$ cat src/rtl/rob_pkg.sv
package rob_pkg;

    localparam int ARCH_W = 5;
    localparam int TAG_W  = 6;

    typedef struct packed {
        logic              has_dest;
        logic [ARCH_W-1:0] arch;
        logic [TAG_W-1:0]  new_tag;
        logic [TAG_W-1:0]  old_tag;
        logic              is_mem;
    } slot_info_t;

    typedef enum logic [0:0] {
        ST_RUN   = 1'b0,
        ST_FLUSH = 1'b1
    } cstate_t;

endpackage

$ cat src/rtl/rob_ptrs.sv
module rob_ptrs #(
    parameter int DEPTH = 16,
    localparam int IDX_W = $clog2(DEPTH)
) (
    input  logic             clk,
    input  logic             rst_n,
    input  logic             push,
    input  logic             pop,
    input  logic             rewind,
    output logic [IDX_W-1:0] head_idx,
    output logic [IDX_W-1:0] tail_idx,
    output logic             full,
    output logic             empty
);
    localparam int PTR_W = IDX_W + 1;

    logic [PTR_W-1:0] head_q;
    logic [PTR_W-1:0] tail_q;

    always_ff @(posedge clk or negedge rst_n) begin
        if (!rst_n) begin
            head_q <= '0;
            tail_q <= '0;
        end else if (rewind) begin
            tail_q <= head_q;
        end else begin
            if (push) tail_q <= tail_q + PTR_W'(1);
            if (pop)  head_q <= head_q + PTR_W'(1);
        end
    end

    assign head_idx = head_q[IDX_W-1:0];
    assign tail_idx = tail_q[IDX_W-1:0];
    assign empty    = (head_q == tail_q);
    assign full     = (head_q[IDX_W-1:0] == tail_q[IDX_W-1:0]) &&
                      (head_q[IDX_W] != tail_q[IDX_W]);

endmodule

$ cat src/rtl/rob_store.sv
module rob_store
    import rob_pkg::*;
#(
    parameter int DEPTH = 16,
    localparam int IDX_W = $clog2(DEPTH)
) (
    input  logic             clk,
    input  logic             rst_n,
    input  logic             wr_en,
    input  logic [IDX_W-1:0] wr_idx,
    input  slot_info_t       wr_info,
    input  logic             cmp_en,
    input  logic [IDX_W-1:0] cmp_idx,
    input  logic             cmp_exc,
    input  logic             ret_en,
    input  logic             clr_all,
    input  logic [IDX_W-1:0] rd_idx,
    output slot_info_t       rd_info,
    output logic             rd_valid,
    output logic             rd_done,
    output logic             rd_exc
);
    slot_info_t       info_mem [DEPTH];
    logic [DEPTH-1:0] held_q;
    logic [DEPTH-1:0] done_q;
    logic [DEPTH-1:0] exc_q;

    always_ff @(posedge clk) begin
        if (wr_en) info_mem[wr_idx] <= wr_info;
    end

    for (genvar g = 0; g < DEPTH; g++) begin : g_slot
        logic hit_wr;
        logic hit_cmp;
        logic hit_ret;
        assign hit_wr  = wr_en  && (wr_idx  == IDX_W'(g));
        assign hit_cmp = cmp_en && (cmp_idx == IDX_W'(g)) && held_q[g];
        assign hit_ret = ret_en && (rd_idx  == IDX_W'(g));

        always_ff @(posedge clk or negedge rst_n) begin
            if (!rst_n) begin
                held_q[g] <= 1'b0;
                done_q[g] <= 1'b0;
                exc_q[g]  <= 1'b0;
            end else if (clr_all) begin
                held_q[g] <= 1'b0;
                done_q[g] <= 1'b0;
                exc_q[g]  <= 1'b0;
            end else if (hit_wr) begin
                held_q[g] <= 1'b1;
                done_q[g] <= 1'b0;
                exc_q[g]  <= 1'b0;
            end else if (hit_ret) begin
                held_q[g] <= 1'b0;
                done_q[g] <= 1'b0;
                exc_q[g]  <= 1'b0;
            end else if (hit_cmp) begin
                done_q[g] <= 1'b1;
                exc_q[g]  <= cmp_exc;
            end
        end
    end

    assign rd_info  = info_mem[rd_idx];
    assign rd_valid = held_q[rd_idx];
    assign rd_done  = done_q[rd_idx];
    assign rd_exc   = exc_q[rd_idx];

endmodule

$ cat src/rtl/rob_commit_fsm.sv
module rob_commit_fsm
    import rob_pkg::*;
(
    input  logic    clk,
    input  logic    rst_n,
    input  logic    head_valid,
    input  logic    head_done,
    input  logic    head_exc,
    output logic    retire,
    output logic    flush_go,
    output logic    accept
);
    cstate_t state_q;
    cstate_t state_d;
    logic    head_ready;

    assign head_ready = head_valid && head_done;

    always_ff @(posedge clk or negedge rst_n) begin
        if (!rst_n) state_q <= ST_RUN;
        else        state_q <= state_d;
    end

    always_comb begin
        state_d  = state_q;
        retire   = 1'b0;
        flush_go = 1'b0;
        accept   = 1'b0;
        unique case (state_q)
            ST_RUN: begin
                accept = 1'b1;
                if (head_ready && head_exc) state_d = ST_FLUSH;
                else if (head_ready)        retire  = 1'b1;
            end
            ST_FLUSH: begin
                flush_go = 1'b1;
                state_d  = ST_RUN;
            end
        endcase
    end

endmodule

$ cat src/rtl/rob_commit.sv
module rob_commit
    import rob_pkg::*;
#(
    parameter int          DEPTH      = 16,
    parameter int          PC_W       = 32,
    parameter logic [31:0] HANDLER_PC = 32'h0000_0180,
    localparam int IDX_W = $clog2(DEPTH)
) (
    input  logic              clk,
    input  logic              rst_n,
    input  logic              alloc_valid,
    input  logic              alloc_has_dest,
    input  logic [ARCH_W-1:0] alloc_arch,
    input  logic [TAG_W-1:0]  alloc_new_tag,
    input  logic [TAG_W-1:0]  alloc_old_tag,
    input  logic              alloc_is_mem,
    output logic              alloc_ready,
    output logic [IDX_W-1:0]  alloc_idx,
    input  logic              cmpl_valid,
    input  logic [IDX_W-1:0]  cmpl_idx,
    input  logic              cmpl_exc,
    output logic              commit_valid,
    output logic [IDX_W-1:0]  commit_idx,
    output logic [ARCH_W-1:0] commit_arch,
    output logic [TAG_W-1:0]  commit_new_tag,
    output logic              free_valid,
    output logic [TAG_W-1:0]  free_tag,
    output logic              mem_release,
    output logic              flush,
    output logic [PC_W-1:0]   redirect_pc
);
    logic [IDX_W-1:0] head_idx;
    logic [IDX_W-1:0] tail_idx;
    logic             q_full;
    logic             q_empty;
    logic             take;
    logic             retire;
    logic             flush_go;
    logic             accept;
    slot_info_t       new_info;
    slot_info_t       head_info;
    logic             head_valid;
    logic             head_done;
    logic             head_exc;

    assign alloc_ready = accept && !q_full;
    assign take        = alloc_valid && alloc_ready;
    assign alloc_idx   = tail_idx;

    always_comb begin
        new_info.has_dest = alloc_has_dest;
        new_info.arch     = alloc_arch;
        new_info.new_tag  = alloc_new_tag;
        new_info.old_tag  = alloc_old_tag;
        new_info.is_mem   = alloc_is_mem;
    end

    rob_ptrs #(.DEPTH(DEPTH)) u_ptrs (
        .clk      (clk),
        .rst_n    (rst_n),
        .push     (take),
        .pop      (retire),
        .rewind   (flush_go),
        .head_idx (head_idx),
        .tail_idx (tail_idx),
        .full     (q_full),
        .empty    (q_empty)
    );

    rob_store #(.DEPTH(DEPTH)) u_store (
        .clk      (clk),
        .rst_n    (rst_n),
        .wr_en    (take),
        .wr_idx   (tail_idx),
        .wr_info  (new_info),
        .cmp_en   (cmpl_valid && !flush_go),
        .cmp_idx  (cmpl_idx),
        .cmp_exc  (cmpl_exc),
        .ret_en   (retire),
        .clr_all  (flush_go),
        .rd_idx   (head_idx),
        .rd_info  (head_info),
        .rd_valid (head_valid),
        .rd_done  (head_done),
        .rd_exc   (head_exc)
    );

    rob_commit_fsm u_fsm (
        .clk        (clk),
        .rst_n      (rst_n),
        .head_valid (head_valid && !q_empty),
        .head_done  (head_done),
        .head_exc   (head_exc),
        .retire     (retire),
        .flush_go   (flush_go),
        .accept     (accept)
    );

    assign commit_valid   = retire;
    assign commit_idx     = head_idx;
    assign commit_arch    = head_info.arch;
    assign commit_new_tag = head_info.new_tag;
    assign free_valid     = retire && head_info.has_dest;
    assign free_tag       = head_info.old_tag;
    assign mem_release    = retire && head_info.is_mem;
    assign flush          = flush_go;
    assign redirect_pc    = PC_W'(HANDLER_PC);

endmodule

$ cat config.mk
export PLATFORM = sky130hd
export DESIGN_NAME = rob_commit
export DESIGN_NICKNAME = d
export VERILOG_FILES = /design/src/rtl/rob_pkg.sv /design/src/rtl/rob_ptrs.sv /design/src/rtl/rob_store.sv /design/src/rtl/rob_commit_fsm.sv /design/src/rtl/rob_commit.sv
export SDC_FILE = /design/constraint.sdc
export NUM_CORES = 1
export LEC_CHECK = 0
export ABC_AREA = 1
export BUFFER_PORTS_ARGS = -buffer_cell sky130_fd_sc_hd__buf_4
export CORE_ASPECT_RATIO = 0.7
export CORE_MARGIN = 4
export CORE_UTILIZATION = 35
export CTS_BUF_LIST = sky130_fd_sc_hd__clkbuf_16
export CTS_CLUSTER_SIZE = 30
export DETAILED_ROUTE_END_ITERATION = 8
export PLACE_DENSITY = 0.5
export SLEW_MARGIN = 20
export SYNTH_ARGS = -nofsm -noshare
export SYNTH_HDL_FRONTEND = slang
export SYNTH_SLANG_ARGS = --single-unit
$ cat constraint.sdc
create_clock -name clk -period 3.4 [get_ports clk]
set_input_delay 0.34 -clock clk [delete_from_list [all_inputs] [get_ports clk]]
set_output_delay 0.34 -clock clk [all_outputs]
set_load 0.02 [all_outputs]
==> summary.txt <==
Run status
  – Status: complete, no violations

Logic synthesis
  – Yosys top cell area share: 0.582
  – Post-Synthesis Cells: 1456
  – EDFF count, synth: 304
  – Sequential-to-total area share from yosys stat: 0.676
  – Synthesized cell area: 15700 um^2
  – Netlist cell types: 31
  – Flops & latches, synth: 363
  – Ranking of synthesized cells by area: edfxtp_1 (58%), dfrtp_1 (9.4%), nand2_1 (5.9%)
  – FFs w/ async S/R, synth: 0.163
  – Main flop type after synthesis: edfxtp_1
  – Synth area leader: edfxtp_1
  – Yosys warning total: 0
  – Syn avg cell area: 10.8 um^2

Floorplan
  – Die Ht: 185 um
  – Die X: 261 um
  – Row cnt: 64
  – I/O pin count: 90
  – Area of the die: 48300 um^2
  – Core area: 44000 um^2
  – Initial Util: 0.357

Power and ir drop
  – Pwr/cell area: 888 nW/um^2
  – Internal power: 0.00978 W
  – Leakage: 6.80 nW
  – P_sw: 0.00621 W
  – Total power: 0.0160 W
  – Comb pwr share: 0.364
  – Peak VDD IR: 0.486 mV
  – Sw Ratio: 0.388
  – Clock Power Share: 0.267
  – Seq pwr share: 0.369

Drt
  – WL final: 45300 um
  – Initial DRC count: 1155
  – First drt pass iteration count: 5
  – ANT nets after route: 0
  – Number of remaining DRC errors: 0
  – Vias/cell: 5.12
  – Vias post-DR: 10899
  – Routed WL per cell: 21.3 um

Placement
  – Hpwl dp: 26100 um
  – I/O Buffers: 57
  – Routability-driven placement congestion ratio: 0.864
  – Placement Cell Area: 16700 um^2

GRT
  – Pin count of the biggest net entering global routing: 155
  – Tot GR Track Use: 0.185
  – GR peak layer: met1
  – Total grt overflow: 0
  – Met1 GRT Util: 0.287
  – Global Route met3 Usage: 0.0357
  – GR Util met2: 0.270
  – First-pass GRT wire length: 67300 um
  – Number of global-route vias before repair: 10219
  – Initial antenna violation count: 1

Cells and area
  – Commonest non-fill, non-tap cell in the layout: edfxtp_1
  – Filler cell count in the final layout: 4240
  – Layout cells sized above 1: 0.110
  – Final Instance Area: 18000 um^2
  – ANT cells: 0
  – Layout Utilization: 0.409
  – Commonest non-fill, non-tap cells in the layout: edfxtp_1 (304), nand2_1 (246), nor2_1 (238), o21ai_0 (160), inv_1 (90)
  – Area grow syn2layout: 14.7%
  – Sequential Area: 10600 um^2
  – Area taken by multi-input logic gates: 4200 um^2
  – Nets: 1541

Timing
  – RSZ-0062 raised after global routing: false
  – Fin crit period: 3.19 ns
  – Clk_skew: 0.0160 ns
  – Rel. slew slack: 0.444
  – Hold Fails Final Rpt: 0
  – Tightest Pin Transition: 0.834 ns
  – WHS: 0.113 ns
  – Setup_tns: 0 ns
  – Setup violators final: 0
  – Fin. max-slew vios: 0
  – Part of the cycle the worst path needs: 0.938
  – Fmax: 314 MHz

CTS
  – Clock Tree Root: clkbuf_16
  – Worst skew pair latency: 0.54 ns
  – Reg clk slew, reported paths: 0.06 ns
  – Post-CTS sizing: 0
  – Cts bufs inserted: 38
  – CTS tree: built
  – Clock Sinks: 363
  – CTS Buffer Depth: 3
  – H-tree Lvls: 2

Job
  – Number of max-cap violations: 0

Critical path
  – WP data required: 3.06 ns
  – Worst Path Max Fanout: 59
  – Worst setup SP type: flop
  – Arrival @ worst endpoint: 2.85 ns
  – Nature of the critical path endpoint: primary output
  – Crit Path Category: flop to primary output

Hold path
  – Type of the worst min-delay path: input pin to flop
-- cells in the mapped netlist, drive strengths merged (5+ instances only) --
| master | n |
|---|---|
| edfxtp | 304 |
| nand2 | 248 |
| nor2 | 244 |
| o21ai | 162 |
| inv | 92 |
| nand3 | 75 |
| buf | 74 |
| o22ai | 72 |
| dfrtp | 59 |
| clkbuf | 42 |
| a21oi | 18 |
| nand4 | 17 |
| a31oi | 16 |
| a22oi | 9 |
| ha | 8 |
| nor3 | 5 |
-- final cells by class --
type,instances,share of cell area
Timing Repair Buffer,95,0.0453
Clock buffer,38,0.0528
Tap cell,594,0.0413
Sequential cell,363,0.590
Multi-Input combinational cell,915,0.234
Clock inverter,31,0.0178
Inverter,92,0.0193
-- critical path: stages (launching register included) --
cell     delay, ns
dfrtp_4       0.59
inv_2         0.30
buf_12        0.31
buf_4         0.33
o21ai_0       0.13
o22ai_1       0.11
nand2_1       0.07
nand4_1       0.24
buf_4         0.20
-- worst paths after layout --
| kind | from | to | slack, ns | cells past startpoint |
|---|---|---|---|---|
| min in group asynchronous | rst_n | u_store.exc_q[7] | 0.46 | 2 |
| max in group asynchronous | rst_n | u_ptrs.head_q[0] | 2.31 | 2 |
| min | alloc_arch[0] | u_store.info_mem[14][13] | 0.11 | 1 |
| max | u_ptrs.head_q[1] | free_tag[1] | 0.21 | 8 |
| min reg2reg | u_store.done_q[12] | u_store.done_q[12] | 0.51 | 2 |
| max reg2reg | u_ptrs.head_q[1] | u_store.info_mem[1][6] | 0.71 | 11 |
-- timing repair --
action                                  CTS  global route
endpoints found under the hold margin    59             0
hold buffers                              1             0
endpoints found under the setup margin    0             0
setup buffers                             0             0
-- metal layers --
metal	share of wire	routed length (um)
met5	0.00044	20
met2	0.44	19700
met4	0.016	722
met1	0.48	21800
met3	0.066	2970
-- per-stage QoR --
stage / setup WS [ns] / instances
detailed placement: 0.703 / 2058
floorplan: 1.14 / 1486
finish: 0.212 / 2128
global route: 0.0757 / 2128
global placement: 0.711 / 2058
CTS: 0.198 / 2128
-- sequential cells by signal, summed over array words and instances (netlist names) --
name              flops
u_store.done_q       16
u_fsm.state_q         1
u_store.info_mem    304
u_ptrs.head_q         5
u_store.held_q       16
u_ptrs.tail_q         5
u_store.exc_q        16
-- logic make-up after synthesis --
| group | Yosys count | synth area share |
|---|---|---|
| adder cells (fa/ha/maj) | 8 | 0.00638 |
| XOR/XNOR | 4 | 0.00223 |
| AND/OR/NAND/NOR | 591 | 0.153 |
| AO/OA/AOI/OAI | 280 | 0.0985 |
| buffers and inverters | 208 | 0.0637 |
| other | 2 | 0.000479 |
| flip-flops | 363 | 0.676 |
-- power groups by stage --
stage          sequential (W)  clock, W  combinational, W
2_1_floorplan         0.00578         0           0.00390
3_3_place_gp          0.00597         0           0.00585
3_5_place_dp          0.00597         0           0.00583
4_1_cts               0.00588   0.00437           0.00583
5_1_grt               0.00594   0.00458           0.00642
6_report              0.00590   0.00427           0.00581
(Power assumes the default switching activity.)
